--- src/rtl/sysbus_addr_decoder.sv ---
`timescale 1ns/1ps
module sysbus_addr_decoder #(
  parameter int FLASH_AW = 18,
  parameter int SRAM0_AW = 15,
  parameter int SRAM1_AW = 14,
  parameter logic [255:0] CLUSTER_SLOTS = {64'h1F, 64'h03, 64'h0F, 64'hFF}
) (
  input  logic         clk,
  input  logic         rst_n,
  input  logic [31:0]  haddr,
  input  logic [1:0]   htrans,
  input  logic         hwrite,
  input  logic [2:0]   hsize,
  input  logic [31:0]  hwdata,
  output logic [8:0]   hsel,
  output logic [31:0]  fwd_addr,
  output logic [2:0]   fwd_size,
  input  logic [8:0]   t_hready,
  input  logic [8:0]   t_hresp,
  input  logic [287:0] t_hrdata,
  output logic         hready,
  output logic         hresp,
  output logic [31:0]  hrdata
);
  localparam int NEXT = 9;
  localparam int NALL = NEXT + 2;
  localparam logic [3:0] I_FLASH = 4'd0, I_SR0 = 4'd1, I_SR1 = 4'd2, I_APB0 = 4'd3;
  localparam logic [3:0] I_SLVA = 4'd7, I_SLVB = 4'd8, I_RMP = 4'd9, I_DEF = 4'd10;
  localparam logic [31:0] FLASH_LIM = 32'd1 << FLASH_AW;
  localparam logic [31:0] SR0_LIM = 32'd1 << SRAM0_AW;
  localparam logic [31:0] SR1_LIM = SR0_LIM + (32'd1 << SRAM1_AW);

  logic            natural_map;
  logic            d_act, d_wr;
  logic [3:0]      d_tgt;
  logic [1:0]      err_ph;
  logic [3:0]      tgt;
  logic [NALL-1:0] sel_all;
  logic [31:0]     off;
  logic            accept;
  logic            unused_wdata;

  assign off = {3'b000, haddr[28:0]};
  assign unused_wdata = ^hwdata[31:1];

  always_comb begin
    tgt = I_DEF;
    case (haddr[31:29])
      3'd0: if (!natural_map && off < FLASH_LIM) tgt = I_FLASH;
      3'd2: if (off < FLASH_LIM) tgt = I_FLASH;
      3'd4: begin
        if (off < SR0_LIM) tgt = I_SR0;
        else if (off < SR1_LIM) tgt = I_SR1;
      end
      3'd7: begin
        if (!haddr[28]) begin
          if (haddr[27:20] == 8'd0 && CLUSTER_SLOTS[{haddr[19:18], haddr[17:12]}])
            tgt = I_APB0 + {2'b00, haddr[19:18]};
        end else begin
          case (haddr[27:20])
            8'd0:    tgt = I_SLVA;
            8'd1:    tgt = I_SLVB;
            8'd2:    tgt = I_RMP;
            default: tgt = I_DEF;
          endcase
        end
      end
      default: tgt = I_DEF;
    endcase
  end

  assign sel_all  = htrans[1] ? (NALL'(1) << tgt) : '0;
  assign hsel     = sel_all[NEXT-1:0];
  assign accept   = hready && htrans[1];
  assign fwd_addr = !hwrite ? haddr :
                    (hsize[2:1] == 2'b00) ? {haddr[31:1], 1'b0} : {haddr[31:2], 2'b00};
  assign fwd_size = (hwrite && hsize == 3'd0) ? 3'd1 : hsize;

  always_ff @(posedge clk or negedge rst_n) begin
    if (!rst_n) begin
      natural_map <= 1'b0;
      d_act  <= 1'b0;
      d_wr   <= 1'b0;
      d_tgt  <= I_DEF;
      err_ph <= 2'd0;
    end else begin
      if (d_act && d_tgt == I_RMP && d_wr && hwdata[0]) natural_map <= 1'b1;
      if (err_ph == 2'd1) err_ph <= 2'd2;
      else if (hready) begin
        d_act  <= accept;
        d_wr   <= hwrite;
        d_tgt  <= tgt;
        err_ph <= (accept && tgt == I_DEF) ? 2'd1 : 2'd0;
      end
    end
  end

  always_comb begin
    hready = 1'b1;
    hresp  = 1'b0;
    hrdata = '0;
    if (d_act) begin
      if (d_tgt < 4'(NEXT)) begin
        hready = t_hready[d_tgt];
        hresp  = t_hresp[d_tgt];
        hrdata = t_hrdata[d_tgt*32 +: 32];
      end else if (d_tgt == I_RMP) begin
        hrdata = {31'b0, natural_map};
      end else begin
        hresp  = 1'b1;
        hready = err_ph[1];
      end
    end
  end

  p_err_seq_r9: assert property (@(posedge clk) disable iff (!rst_n)
    accept && sel_all[I_DEF] |=> (!hready && hresp) ##1 (hready && hresp));
  p_unused_region_r5: assert property (@(posedge clk) disable iff (!rst_n)
    accept && (haddr[31:29] inside {3'd1, 3'd3, 3'd5, 3'd6}) |=> (!hready && hresp));
  p_remap_set_r2: assert property (@(posedge clk) disable iff (!rst_n)
    d_act && d_tgt == I_RMP && d_wr && hwdata[0] |=> natural_map);
  p_remap_sticky_r2: assert property (@(posedge clk) disable iff (!rst_n)
    natural_map |=> natural_map);
  p_idle_nosel_r10: assert property (@(posedge clk) disable iff (!rst_n)
    !htrans[1] |-> hsel == '0);
  p_sel_onehot_r10: assert property (@(posedge clk) disable iff (!rst_n)
    $onehot0(hsel));
  p_wr_align_r11: assert property (@(posedge clk) disable iff (!rst_n)
    htrans[1] && hwrite |-> !fwd_addr[0] && fwd_size != 3'd0);
endmodule

--- config.mk ---
export PLATFORM = sky130hd
export DESIGN_NAME = sysbus_addr_decoder
export DESIGN_NICKNAME = d
export VERILOG_FILES = /design/src/rtl/sysbus_addr_decoder.sv
export SDC_FILE = /design/constraint.sdc
export NUM_CORES = 1
export LEC_CHECK = 0
export BUFFER_PORTS_ARGS = -buffer_cell sky130_fd_sc_hd__buf_2
export CORE_AREA = 2 2 178 180
export CTS_CLUSTER_DIAMETER = 50
export DETAILED_ROUTE_END_ITERATION = 12
export DIE_AREA = 0 0 180 182
export PLACE_DENSITY = 0.42
export SLEW_MARGIN = 30
export SYNTH_ARGS = -nofsm -noshare
export SYNTH_HDL_FRONTEND = slang
export SYNTH_SLANG_ARGS = --single-unit
--- constraint.sdc ---
create_clock -name clk -period 2.3 [get_ports clk]
set_clock_uncertainty 0.2 [all_clocks]
set_input_delay 0.115 -clock clk [delete_from_list [all_inputs] [get_ports clk]]
set_output_delay 0.115 -clock clk [all_outputs]
set_load 0.01 [all_outputs]
==> flow_summary.html <==
<table>
<tr><th>Metric</th><th>Value</th></tr>
<tr><th colspan="2">Outcome</th></tr>
<tr><td>Status</td><td>finished, violations left</td></tr>
<tr><td>Failing checks</td><td>setup timing</td></tr>
<tr><th colspan="2">Synthesis</th></tr>
<tr><td>Synthesized Nets</td><td>750</td></tr>
<tr><td>Multiplexer area fraction after synthesis</td><td>between 50% and 60%</td></tr>
<tr><td>Gate Count Post-Synth</td><td>371</td></tr>
<tr><td>Prevailing post-synth register cell</td><td>sky130_fd_sc_hd__dfrtp_1</td></tr>
<tr><td>Dominant combinational cell family by area after synthesis</td><td>multiplexers</td></tr>
<tr><td>Proportion of synthesized chip area in sequential cells</td><td>6.537%</td></tr>
<tr><td>Xor and xnor area share after synthesis</td><td>less than 1%</td></tr>
<tr><td>Synthesized area divided by synthesized cell count</td><td>9.389 sq um</td></tr>
<tr><td>Distinct cells, synth</td><td>52</td></tr>
<tr><td>Post-synthesis share of cell area spent on and, or, nand and nor gates</td><td>15.16%</td></tr>
<tr><td>Number of synthesized register bits</td><td>9</td></tr>
<tr><td>Fraction of registers with async set/reset</td><td>100.0%</td></tr>
<tr><td>Netlist area before placement</td><td>3483 sq um</td></tr>
<tr><td>Post-synth EDFFs</td><td>0</td></tr>
<tr><td>Fraction of post-synthesis cell area in the top cell type by area</td><td>43.32%</td></tr>
<tr><td>Cell type with the largest total area after synthesis</td><td>sky130_fd_sc_hd__mux4_2</td></tr>
<tr><td>Post-synthesis adder-cell area fraction</td><td>0.3592%</td></tr>
<tr><td>Largest cells by area after synthesis</td><td>sky130_fd_sc_hd__mux4_2, sky130_fd_sc_hd__mux2i_1, sky130_fd_sc_hd__nor2_1</td></tr>
<tr><td>Syn. warnings</td><td>0</td></tr>
<tr><td>Share of the synthesized area in compound gates (AO/OA/AOI/OAI)</td><td>12.25%</td></tr>
<tr><th colspan="2">Placement</th></tr>
<tr><td>Routability congestion estimate</td><td>0.7791</td></tr>
<tr><td>Detailed Place HPWL</td><td>between 15000 and 20000 um</td></tr>
<tr><td># port buffers</td><td>403</td></tr>
<tr><th colspan="2">Job</th></tr>
<tr><td>Number of max-capacitance violations reported</td><td>0</td></tr>
<tr><th colspan="2">Global route</th></tr>
<tr><td>All-Layer GR Usage</td><td>between 10% and 20%</td></tr>
<tr><td>Wire length of the first global-routing pass</td><td>29590 um</td></tr>
<tr><td>Via count of the first global-routing pass</td><td>between 4000 and 5000</td></tr>
<tr><td>Maximum number of pins on one net before global-route repair</td><td>66</td></tr>
<tr><td>Remaining global-route overflow</td><td>0</td></tr>
<tr><td>Initial antenna violation count</td><td>0</td></tr>
<tr><th colspan="2">STA</th></tr>
<tr><td>Finish-stage setup viols</td><td>38</td></tr>
<tr><td>Final number of max-transition violations</td><td>0</td></tr>
<tr><td>Post-Route Hold Slack</td><td>0.03000 ns</td></tr>
<tr><td>Final setup margin</td><td>-0.1895 ns</td></tr>
<tr><td>Final Critical Period</td><td>2.489 ns</td></tr>
<tr><td>Peak clock frequency supported by timing</td><td>401.7 MHz</td></tr>
<tr><td>Final cycle utilization of the critical path</td><td>108.2%</td></tr>
<tr><td>Slew @ Worst Pin</td><td>0.4582 ns</td></tr>
<tr><td>Setup repair after global routing missed its margin</td><td>yes</td></tr>
<tr><td>Final count of hold timing violations</td><td>0</td></tr>
<tr><td>Relative slew margins</td><td>69.45%</td></tr>
<tr><th colspan="2">Worst setup path</th></tr>
<tr><td>Crit Reg-Reg Startpoint</td><td>d_tgt[1]</td></tr>
<tr><td>Critical path startpoint category</td><td>flip-flop</td></tr>
<tr><td>Beginning of the critical path</td><td>d_tgt[0]</td></tr>
<tr><td>Arrival @ worst endpoint</td><td>2.17 ns</td></tr>
<tr><td>CP Data Required Time</td><td>1.99 ns</td></tr>
<tr><td>Max FO, Critical Path</td><td>7</td></tr>
<tr><td>Worst setup EP type</td><td>output pin</td></tr>
<tr><td>Critical path class</td><td>reg2out</td></tr>
<tr><th colspan="2">Final layout</th></tr>
<tr><td>Share of layout cells above drive strength 1</td><td>72.36%</td></tr>
<tr><td>Post-layout nets</td><td>1165</td></tr>
<tr><td>Synth-to-Final Area Change</td><td>90.73%</td></tr>
<tr><td>Number of antenna diodes</td><td>0</td></tr>
<tr><td>Utilization of the core after routing</td><td>21.44%</td></tr>
<tr><th colspan="2">Power</th></tr>
<tr><td>Leakage power</td><td>3.411 nW</td></tr>
<tr><td>Peak supply drop</td><td>between 0.4 and 0.5 mV</td></tr>
<tr><td>P per Cell Area</td><td>roughly 560 nW/um^2</td></tr>
<tr><th colspan="2">Die</th></tr>
<tr><td>Die extent in x</td><td>180 um</td></tr>
<tr><td>Number of ports placed on the die boundary</td><td>456</td></tr>
<tr><td>Core outline area</td><td>approximately 31000 sq um</td></tr>
<tr><td>Die outline area</td><td>32760 sq um</td></tr>
<tr><td>Vert. Die Dim</td><td>~180 um</td></tr>
<tr><td>Starting Density</td><td>about 11%</td></tr>
<tr><td>Number of placement rows</td><td>65</td></tr>
<tr><th colspan="2">CTS</th></tr>
<tr><td>Worst-skew pair later-pin latency</td><td>0.24 ns</td></tr>
<tr><td>TritonCTS Buffers</td><td>3</td></tr>
<tr><td>CTS tree</td><td>yes</td></tr>
<tr><td>CTS sink cnt</td><td>9</td></tr>
<tr><td>Root buffer cell</td><td>sky130_fd_sc_hd__clkbuf_16</td></tr>
<tr><td>H-Tree Level Count</td><td>1</td></tr>
<tr><td>Clk slew on worst S/H paths</td><td>0.04 ns</td></tr>
<tr><td>Bufs on Longest Clock Path</td><td>2</td></tr>
<tr><th colspan="2">Drt</th></tr>
<tr><td>Average routed wire per standard cell</td><td>17.10 um</td></tr>
<tr><td>Vias per std cell</td><td>4.051</td></tr>
<tr><td>Final wirelength</td><td>20300 um</td></tr>
<tr><td>Final routed DRC violation total</td><td>0</td></tr>
<tr><td>Number of design-rule violations left by the first detailed-router iteration</td><td>123</td></tr>
<tr><td>Number of iterations in the first detailed-routing pass</td><td>4</td></tr>
<tr><td>Number of antenna-violating nets in the routed design</td><td>0</td></tr>
<tr><td>Vias after detailed routing</td><td>4809</td></tr>
<tr><th colspan="2">Min path</th></tr>
<tr><td>Hold Startpoint</td><td>haddr[8]</td></tr>
<tr><td>Classification of the worst-slack hold path</td><td>in2out</td></tr>
</table>
[placed cells by master (no fill, tap or decap), types with 5 or more instances in the layout]
master	count
sky130_fd_sc_hd__dfrtp_1	6
sky130_fd_sc_hd__buf_6	18
sky130_fd_sc_hd__buf_12	9
sky130_fd_sc_hd__a21oi_1	34
sky130_fd_sc_hd__mux4_2	67
sky130_fd_sc_hd__buf_4	35
sky130_fd_sc_hd__nand2_1	8
sky130_fd_sc_hd__inv_1	8
sky130_fd_sc_hd__a21oi_2	5
sky130_fd_sc_hd__mux2i_1	33
sky130_fd_sc_hd__buf_2	402
sky130_fd_sc_hd__nor2_1	80
[metal layers]
metal,part of all wire [%],GRT usage (%)
met2,51,20.64
met5,0,0
met3,5.8,1.645
met4,1.7,1.984
met1,42,15.08
[power breakdown]
group	total (mW)	leakage, nW	switching (mW)	internal (mW)
clock network	0.311	0.0382	0.0791	0.232
logic	3.15	3.27	1.29	1.86
registers	0.282	0.105	0.0650	0.217
total	3.74	3.41	1.43	2.31
[worst paths after layout]
| path | end | slack [ns] | cells past startpoint |
|---|---|---|---|
| min in group asynchronous | err_ph[1] | 0.05 | 2 |
| max in group asynchronous | d_tgt[3] | 1.60 | 2 |
| worst max-delay path | hrdata[5] | -0.19 | 8 |
| worst min-delay path | fwd_addr[8] | 0.03 | 0 |
| worst min register to register | d_wr | 0.32 | 1 |
| worst max register to register | d_wr | -0.09 | 8 |
[through the flow]
step	instance area (sq um)	worst slack (ns)	std cells	setup TNS [ns]	power, mW
5_1_grt	6644	-0.2817	1187	-8.686	4.055
2_1_floorplan	3483	0.1956	371	0	1.953
6_report	6644	-0.1895	1187	-3.847	3.743
3_3_place_gp	6066	-0.04630	1156	-0.2816	2.972
4_1_cts	6442	-0.2037	1181	-4.773	3.621
3_5_place_dp	6066	-0.07164	1156	-0.2191	2.972
[critical path, stage by stage, from the launching register on]
cell	delay, ns
sky130_fd_sc_hd__dfrtp_4	0.48
sky130_fd_sc_hd__buf_12	0.16
sky130_fd_sc_hd__buf_6	0.12
sky130_fd_sc_hd__mux4_2	0.53
sky130_fd_sc_hd__mux2i_1	0.20
sky130_fd_sc_hd__nor2_1	0.07
sky130_fd_sc_hd__a21oi_1	0.17
sky130_fd_sc_hd__nor2_1	0.06
sky130_fd_sc_hd__buf_2	0.14
[flip-flops by register name, indices dropped and copies added, names as in the netlist]
signal and count:
natural_map 1, err_ph 2, d_act 1, d_tgt 4, d_wr 1
[cell type report]
type                       instances  area (sq um)
multi-input combinational        290          2985
tap                              402         503.0
fill                            3440         24340
timing repair buffer             473          2808
sequential                         9         235.2
inverter                           9         33.78
clock buffer                       4         78.83
[cell usage after synthesis (all sizes together) (2+ instances only)]
cell type,instances
nor2,82
mux4,67
buf,52
a21oi,40
mux2i,34
clkbuf,11
nand2,10
inv,9
dfrtp,7
o21ai,5
nand2b,4
nand3,4
nor2b,4
a211oi,2
a31oi,2
and4,2
dfstp,2
mux2,2
nand4,2
nor3b,2
nor4,2
o2111ai,2
o211ai,2
o22ai,2
o31ai,2
o41ai,2
or2,2
[repair_timing]
action | in CTS | in global routing
cloned | 1 | 1
hold endpoints to repair | 12 | 0
setup endpoints to repair | 37 | 49
gates resized for setup | 26 | 29
setup buffers | 16 | 7
pin swaps | 5 | 11
hold buffers | 4 | 0
[logic make-up (layout without fill, tap and decap cells)]
family	Yosys count	count (layout)
xor gates and xnor gates	1	1
and+or+nand+nor	118	118
AOI/OAI and AO/OA	67	67
muxes	103	103
DFF	9	9
buffers and inverters	72	486
adders and majority gates	1	1
(Power assumes the default switching activity.)
